--- src/rtl/adc_seq_pkg.sv ---
package adc_seq_pkg;
  localparam int ENG_N  = 3;
  localparam int EVT_N  = 4;

  typedef enum logic [1:0] {
    ST_IDLE = 2'd0,
    ST_REQ  = 2'd1,
    ST_WAIT = 2'd2
  } arb_st_t;

  typedef enum logic [1:0] {
    SRC_AUX_A = 2'd0,
    SRC_AUX_B = 2'd1,
    SRC_BAT   = 2'd2,
    SRC_TCH   = 2'd3
  } src_t;

  localparam logic [3:0] A_ENA  = 4'd0;
  localparam logic [3:0] A_CFG  = 4'd1;
  localparam logic [3:0] A_MASK = 4'd2;
  localparam logic [3:0] A_STAT = 4'd3;
  localparam logic [3:0] A_AUXL = 4'd4;
  localparam logic [3:0] A_AUXH = 4'd5;
  localparam logic [3:0] A_BATL = 4'd6;
  localparam logic [3:0] A_BATH = 4'd7;
endpackage

--- src/rtl/adc_seq_regs.sv ---
module adc_seq_regs
  import adc_seq_pkg::*;
#(
  parameter int DATA_W = 8,
  parameter int ADDR_W = 4,
  parameter int RES_W  = 12
) (
  input  logic              clk,
  input  logic              rst_n,
  input  logic [ADDR_W-1:0] bus_addr,
  input  logic              bus_wr,
  input  logic              bus_rd,
  input  logic [DATA_W-1:0] bus_wdata,
  output logic [DATA_W-1:0] bus_rdata,
  input  logic [EVT_N-1:0]  evt_pulse,
  input  logic [ENG_N-1:0]  done_vec,
  input  logic [RES_W-1:0]  res_data,
  output logic [ENG_N-1:0]  en_q,
  output logic              pd_q,
  output logic              aux_b,
  output logic              low_ref,
  output logic [DATA_W-1:0] stat_q,
  output logic [DATA_W-1:0] mask_q,
  output logic              irq
);
  localparam int N_RES = 2;
  localparam int WIDE  = 2 * DATA_W;

  logic [DATA_W-1:0] cfg_q;
  logic [DATA_W-1:0] stat_set, stat_clr, stat_n, rd_mux;
  logic [RES_W-1:0]  res_q [N_RES];
  logic [WIDE-1:0]   res_wide [N_RES];
  logic              hit_ena, hit_cfg, hit_mask, hit_stat;

  assign hit_ena  = bus_wr && (bus_addr == ADDR_W'(A_ENA));
  assign hit_cfg  = bus_wr && (bus_addr == ADDR_W'(A_CFG));
  assign hit_mask = bus_wr && (bus_addr == ADDR_W'(A_MASK));
  assign hit_stat = bus_wr && (bus_addr == ADDR_W'(A_STAT));

  always_comb begin
    stat_set = '0;
    stat_set[ENG_N-1:0] = done_vec;
    stat_set[3] = evt_pulse[0];
    stat_set[4] = evt_pulse[1];
    stat_set[5] = evt_pulse[2];
    stat_set[7] = evt_pulse[3];
    stat_clr = hit_stat ? bus_wdata : '0;
    stat_n   = (stat_q & ~stat_clr) | stat_set;
  end

  always_ff @(posedge clk or negedge rst_n) begin
    if (!rst_n) begin
      en_q   <= '0;
      pd_q   <= 1'b0;
      cfg_q  <= '0;
      mask_q <= '1;
      stat_q <= '0;
    end else begin
      if (hit_ena) begin
        pd_q <= bus_wdata[DATA_W-1];
        en_q <= bus_wdata[DATA_W-1] ? '0 : bus_wdata[ENG_N-1:0];
      end else begin
        en_q <= en_q & ~done_vec;
      end
      if (hit_cfg)  cfg_q  <= bus_wdata;
      if (hit_mask) mask_q <= bus_wdata;
      stat_q <= stat_n;
    end
  end

  for (genvar g = 0; g < N_RES; g++) begin : g_res
    always_ff @(posedge clk or negedge rst_n) begin
      if (!rst_n)          res_q[g] <= '0;
      else if (done_vec[g]) res_q[g] <= res_data;
    end
    assign res_wide[g] = WIDE'(res_q[g]);
  end

  always_comb begin
    case (bus_addr)
      ADDR_W'(A_ENA):  rd_mux = {pd_q, {(DATA_W-1-ENG_N){1'b0}}, en_q};
      ADDR_W'(A_CFG):  rd_mux = cfg_q;
      ADDR_W'(A_MASK): rd_mux = mask_q;
      ADDR_W'(A_STAT): rd_mux = stat_q;
      ADDR_W'(A_AUXL): rd_mux = res_wide[0][DATA_W-1:0];
      ADDR_W'(A_AUXH): rd_mux = res_wide[0][WIDE-1:DATA_W];
      ADDR_W'(A_BATL): rd_mux = res_wide[1][DATA_W-1:0];
      ADDR_W'(A_BATH): rd_mux = res_wide[1][WIDE-1:DATA_W];
      default:         rd_mux = '0;
    endcase
  end

  always_ff @(posedge clk or negedge rst_n) begin
    if (!rst_n)      bus_rdata <= '0;
    else if (bus_rd) bus_rdata <= rd_mux;
  end

  assign aux_b   = (cfg_q[1:0] == 2'b10);
  assign low_ref = cfg_q[4];
  assign irq     = |(stat_q & ~mask_q);
endmodule

--- src/rtl/adc_seq_arb.sv ---
module adc_seq_arb
  import adc_seq_pkg::*;
(
  input  logic             clk,
  input  logic             rst_n,
  input  logic [ENG_N-1:0] en_q,
  input  logic             aux_b,
  input  logic             low_ref,
  output logic             conv_req_valid,
  input  logic             conv_req_ready,
  output logic [1:0]       conv_src,
  output logic             conv_lowref,
  input  logic             conv_res_valid,
  output logic             conv_res_ready,
  output logic [ENG_N-1:0] done_vec
);
  localparam int IDX_W = $clog2(ENG_N);

  arb_st_t           st_q;
  logic [IDX_W-1:0]  cur_q, pick;
  logic              cur_live;

  always_comb begin
    pick = '0;
    for (int i = ENG_N - 1; i >= 0; i--) begin
      if (en_q[i]) pick = IDX_W'(i);
    end
  end

  assign cur_live       = en_q[cur_q];
  assign conv_req_valid = (st_q == ST_REQ) && cur_live;
  assign conv_res_ready = (st_q == ST_WAIT);

  always_comb begin
    done_vec = '0;
    if ((st_q == ST_WAIT) && conv_res_valid && cur_live) done_vec[cur_q] = 1'b1;
  end

  always_comb begin
    case (cur_q)
      IDX_W'(0): conv_src = aux_b ? SRC_AUX_B : SRC_AUX_A;
      IDX_W'(1): conv_src = SRC_BAT;
      default:   conv_src = SRC_TCH;
    endcase
    conv_lowref = (cur_q == IDX_W'(1)) && low_ref;
  end

  always_ff @(posedge clk or negedge rst_n) begin
    if (!rst_n) begin
      st_q  <= ST_IDLE;
      cur_q <= '0;
    end else begin
      case (st_q)
        ST_IDLE: if (|en_q) begin
          cur_q <= pick;
          st_q  <= ST_REQ;
        end
        ST_REQ: begin
          if (!cur_live)           st_q <= ST_IDLE;
          else if (conv_req_ready) st_q <= ST_WAIT;
        end
        ST_WAIT: if (conv_res_valid) st_q <= ST_IDLE;
        default: st_q <= ST_IDLE;
      endcase
    end
  end
endmodule

--- src/rtl/adc_seq_ctrl.sv ---
module adc_seq_ctrl
  import adc_seq_pkg::*;
#(
  parameter int DATA_W = 8,
  parameter int ADDR_W = 4,
  parameter int RES_W  = 12
) (
  input  logic              clk,
  input  logic              rst_n,
  input  logic [ADDR_W-1:0] bus_addr,
  input  logic              bus_wr,
  input  logic              bus_rd,
  input  logic [DATA_W-1:0] bus_wdata,
  output logic [DATA_W-1:0] bus_rdata,
  input  logic [EVT_N-1:0]  evt_pulse,
  output logic              conv_req_valid,
  input  logic              conv_req_ready,
  output logic [1:0]        conv_src,
  output logic              conv_lowref,
  input  logic              conv_res_valid,
  output logic              conv_res_ready,
  input  logic [RES_W-1:0]  conv_res_data,
  output logic              irq
);
  logic [ENG_N-1:0]  en_w, done_w;
  logic              pd_w, aux_b_w, low_ref_w;
  logic [DATA_W-1:0] stat_w, mask_w;

  adc_seq_regs #(.DATA_W(DATA_W), .ADDR_W(ADDR_W), .RES_W(RES_W)) u_regs (
    .clk(clk), .rst_n(rst_n), .bus_addr(bus_addr), .bus_wr(bus_wr),
    .bus_rd(bus_rd), .bus_wdata(bus_wdata), .bus_rdata(bus_rdata),
    .evt_pulse(evt_pulse), .done_vec(done_w), .res_data(conv_res_data),
    .en_q(en_w), .pd_q(pd_w), .aux_b(aux_b_w), .low_ref(low_ref_w),
    .stat_q(stat_w), .mask_q(mask_w), .irq(irq)
  );

  adc_seq_arb u_arb (
    .clk(clk), .rst_n(rst_n), .en_q(en_w), .aux_b(aux_b_w), .low_ref(low_ref_w),
    .conv_req_valid(conv_req_valid), .conv_req_ready(conv_req_ready),
    .conv_src(conv_src), .conv_lowref(conv_lowref),
    .conv_res_valid(conv_res_valid), .conv_res_ready(conv_res_ready),
    .done_vec(done_w)
  );
endmodule

--- config.mk ---
export PLATFORM = sky130hd
export DESIGN_NAME = adc_seq_ctrl
export DESIGN_NICKNAME = d
export VERILOG_FILES = /design/src/rtl/adc_seq_pkg.sv /design/src/rtl/adc_seq_regs.sv /design/src/rtl/adc_seq_arb.sv /design/src/rtl/adc_seq_ctrl.sv
export SDC_FILE = /design/constraint.sdc
export NUM_CORES = 1
export LEC_CHECK = 0
export ABC_CLOCK_PERIOD_IN_PS = 1900
export BUFFER_PORTS_ARGS = -buffer_cell sky130_fd_sc_hd__buf_2
export CORE_UTILIZATION = 45
export CTS_CLUSTER_DIAMETER = 30
export DETAILED_ROUTE_END_ITERATION = 7
export HOLD_SLACK_MARGIN = 0.12
export PLACE_DENSITY_LB_ADDON = 0.2
export SLEW_MARGIN = 20
export SYNTH_ARGS = -nofsm -noshare
export SYNTH_HDL_FRONTEND = slang
export SYNTH_SLANG_ARGS = --single-unit
--- constraint.sdc ---
create_clock -name clk -period 1.9 [get_ports clk]
set_input_delay 0.19 -clock clk [delete_from_list [all_inputs] [get_ports clk]]
set_output_delay 0.19 -clock clk [all_outputs]
set_load 0.02 [all_outputs]
==> impl_metrics.py <==
metrics = {
    "clock_tree": {
        "clkSinkCount": 64,
        "clk_latency_ns": 0.35,
        "cts.path.max_buffers": 2,
        "root_buffer": "sky130_fd_sc_hd__clkbuf_8",
        "clock_buffer_count_from_cts": 9,
        "clock_tree_from_tritoncts": "yes",
        "cts_max_level": 3,
        "path_clk_slew_ns": 0.07,
        "cts.repair_timing.setup_buffer_count": 0,
    },
    "routing": {
        "drt_pre_antenna_iters": 5,
        "met1Wirelength_um": 3640,
        "detailed_routed_wire_length_on_met3_um": 349,
        "route.antenna.remaining_nets": 0,
        "drt_iter0_drc": 141,
        "detailroute.wirelength.met2_um": 3160,
        "routed.top_layer": "met4",
        "route.detailed.drc": 0,
        "wl_per_cell_um": 16.1,
        "post_drt_via_cell_ratio": 5.22,
        "via_count": 2358,
        "detail_route.wirelength_um": 7260,
    },
    "setup_path": {
        "cpLargestDelayFamily": "flip-flops",
        "setup.worst_path.end_class": "output pin",
        "worst-endpoint-arrival_ns": 1.67,
        "timing.reg2reg.setup_slack_ns": 0.21,
        "timing.critical_path.cells": "o22ai_1, or4_1, buf_2",
        "critPathSlowestCell": "sky130_fd_sc_hd__dfstp_2",
        "critical_path.max_stage_delay_ns": 0.56,
        "timing.rr.start": "u_arb.cur_q[0]$_DFFE_PN0P_",
        "worst-path-buf-inv": 1,
        "timing.setup.critical_path_class": "register to output pin",
        "reg2reg_to": "u_arb.st_q[1]$_DFFE_PN0P_",
        "crit_path_end": "irq",
        "worst_ep_required_time_ns": 1.71,
        "worst_path_fanout_max": 3,
        "timing.reg2reg.worst_path_depth": 5,
        "cp.depth": 3,
        "timing.critical_path.from_type": "register",
        "cp-startpoint": "u_regs.mask_q[3]$_DFFE_PN1P_",
    },
    "sta": {
        "period_needed_ns": 1.86,
        "finalSetupViolations": 0,
        "rsz0062_at_grt": "no",
        "worst_slew_pin_slew_ns": 0.377,
        "totalNegativeSetupSlack_ns": 0,
        "worst_slack_ns": 0.0395,
        "finalClockSkew_ns": 0.00618,
        "slew_viols_final": 0,
        "final_hold_viol_count": 0,
        "fmax_mhz": 537,
        "slew_headroom_pct": 74.8,
        "final_min_period_over_clock_period_pct": 97.9,
    },
    "global_routing": {
        "first_global_vias": 2351,
        "first_pass_grt_wire_length_um": 11900,
        "overflow": 0,
        "globalRouteTotalUtil_pct": 21.7,
        "number_of_antenna_violations_at_the_first_check_in_global_routing": 0,
        "grt_start_max_net_pins": 65,
    },
    "layout": {
        "top_library_cells_by_usage_in_the_layout_fill_and_taps_aside": "sky130_fd_sc_hd__dfrtp_1 (56), sky130_fd_sc_hd__buf_2 (47), sky130_fd_sc_hd__mux2_2 (36)",
        "synthToLayoutAreaGrowth_pct": 26.1,
        "layout-drive-gt1-share_pct": 37.1,
        "nets": 385,
        "layout_commonest_cell": "sky130_fd_sc_hd__dfrtp_1",
        "antenna_diode_count": 0,
    },
    "status": {
        "outcome": "completed",
    },
    "min_path": {
        "min-delay-path-class": "input pin to register",
    },
    "power_and_ir_drop": {
        "pwr_per_cell_area_nw_per_um2": 932,
        "leakage_power_uw": 0.00189,
        "p_sw_uw": 1050,
        "clock_power_share_pct": 34.2,
        "pwr-share-comb_pct": 18.6,
        "power.ir.vdd_worst_v": 0.000531,
        "internal-power_uw": 2690,
        "sw_ratio_pct": 28.1,
        "share_seq_of_total_power_pct": 47.2,
    },
    "floorplan": {
        "floorplan.initialDensity_pct": 46.6,
        "die_h_um": 86.1,
        "die_area_um2": 7420,
        "design.portCount": 48,
        "core-area_um2": 6830,
        "die_x_um": 86.1,
        "row_count": 30,
    },
    "logic_synthesis": {
        "synth_seq_area_share_pct": 50.6,
        "synth-seq-cells": 64,
        "syn-num-nets": 306,
        "synth_cell_type_count": 51,
        "synthArstFlopShare_pct": 100,
        "postSynth.topFlopCell": "sky130_fd_sc_hd__dfrtp_1",
        "number_of_synthesized_flops_with_an_enable_pin": 0,
        "netlist_area_um2": 3190,
        "postSynthAreaPerCell_um2": 11.7,
        "ys.warnings.count": 0,
        "netlist_instances": 272,
    },
    "flow_run": {
        "drv.max_cap_violation_count": 0,
    },
    "placed_design": {
        "pre_cts_slack_ns": 0.320,
        "place_congestion": 0.831,
        "place_hpwl_um": 5100,
        "buffer_ports.inserted": 47,
    },
}
[Yosys cell counts (3+ instances only)]
cell	number	area, um^2
sky130_fd_sc_hd__nor2_1	7	26.3
sky130_fd_sc_hd__buf_2	8	40.0
sky130_fd_sc_hd__a21oi_1	8	40.0
sky130_fd_sc_hd__inv_1	14	52.6
sky130_fd_sc_hd__mux2i_1	14	140
sky130_fd_sc_hd__nand3b_1	6	45.0
sky130_fd_sc_hd__o21ai_0	11	55.1
sky130_fd_sc_hd__nor2b_1	3	18.8
sky130_fd_sc_hd__o22ai_1	8	50.1
sky130_fd_sc_hd__nand3_1	3	15.0
sky130_fd_sc_hd__nor3_1	4	20.0
sky130_fd_sc_hd__dfrtp_1	56	1400
sky130_fd_sc_hd__nand2b_1	8	50.1
sky130_fd_sc_hd__dfstp_2	8	210
sky130_fd_sc_hd__or2_2	3	18.8
sky130_fd_sc_hd__a31oi_1	4	25.0
sky130_fd_sc_hd__mux2_4	8	120
sky130_fd_sc_hd__nand2_1	17	63.8
sky130_fd_sc_hd__a21o_1	6	45.0
sky130_fd_sc_hd__mux2_2	36	405
[area by class of cell]
cell class / instances / area [um^2]
Inverter: 14 / 52.6
Clock inverter: 2 / 35.0
Clock buffer: 14 / 183
Multi-Input combinational cell: 180 / 1430
Sequential cell: 64 / 1610
Fill cell: 611 / 2810
Tap cell: 96 / 120
Timing Repair Buffer: 82 / 588
[layer usage]
layer	global-route usage [%]	vias to the layer above
li1	-	1134
met4	9.55	0
met2	31.3	61
met5	0	-
met1	31.0	1154
met3	5.20	9
[through the flow]
stage               hold WS, ns  util [%]  power [uW]  cells  area [um^2]
CTS                       0.133      58.8        3770    452         4020
floorplan                -0.106         -        2180    272         3190
finish                    0.142      58.8        3740    452         4020
detailed placement        0.231      51.8        2440    410         3540
global placement          0.233      51.8        2430    410         3540
global route              0.146      58.8        3920    452         4020
[registers in the layout (all words and copies together) (netlist names)]
signal,cells
u_regs.pd_q,1
u_regs.bus_rdata,8
u_regs.res_q,24
u_regs.en_q,3
u_arb.st_q,2
u_arb.cur_q,2
u_regs.stat_q,8
u_regs.mask_q,8
u_regs.cfg_q,8
[worst reg2reg max path: stages, from the launching register on]
cell	delay [ns]
sky130_fd_sc_hd__dfrtp_1	0.47
sky130_fd_sc_hd__nand3b_1	0.25
sky130_fd_sc_hd__o21ai_1	0.17
sky130_fd_sc_hd__nand4b_1	0.12
sky130_fd_sc_hd__o21ai_0	0.08
sky130_fd_sc_hd__dlygate4sd3_1	0.56
[power by group through the flow]
stage / combinational, uW / sequential (uW) / clock (uW)
floorplan: 455 / 1730 / 0
global placement: 643 / 1780 / 0
detailed placement: 655 / 1790 / 0
CTS: 701 / 1760 / 1300
global route: 771 / 1790 / 1360
finish: 697 / 1770 / 1280
[how the worst min path moves through the flow]
stage,startpoint,end,cells past startpoint
after detailed placement,rst_n,u_regs.bus_rdata[1]$_DFFE_PN0P_,2
after global routing,bus_wdata[1],u_regs.cfg_q[1]$_DFFE_PN0P_,2
after global placement,rst_n,u_regs.res_q[14]$_DFFE_PN0P_,2
after floorplan,rst_n,u_arb.cur_q[0]$_DFFE_PN0P_,0
after CTS,bus_wdata[1],u_regs.en_q[1]$_DFF_PN0_,3
final,bus_wdata[1],u_regs.en_q[1]$_DFF_PN0_,3
[logic make-up after synthesis]
kind of cell	synth area share, %
AOI/OAI and AO/OA	11.1
buffers and inverters	4.60
muxes	20.9
and+or+nand+nor	12.8
DFF	50.6
[what timing repair did]
action,in CTS,in global routing
gates resized for setup,0,1
hold endpoints to repair,98,0
endpoints found under the setup margin,0,1
hold buffers,26,0
Power figures use the tool's default switching activity.
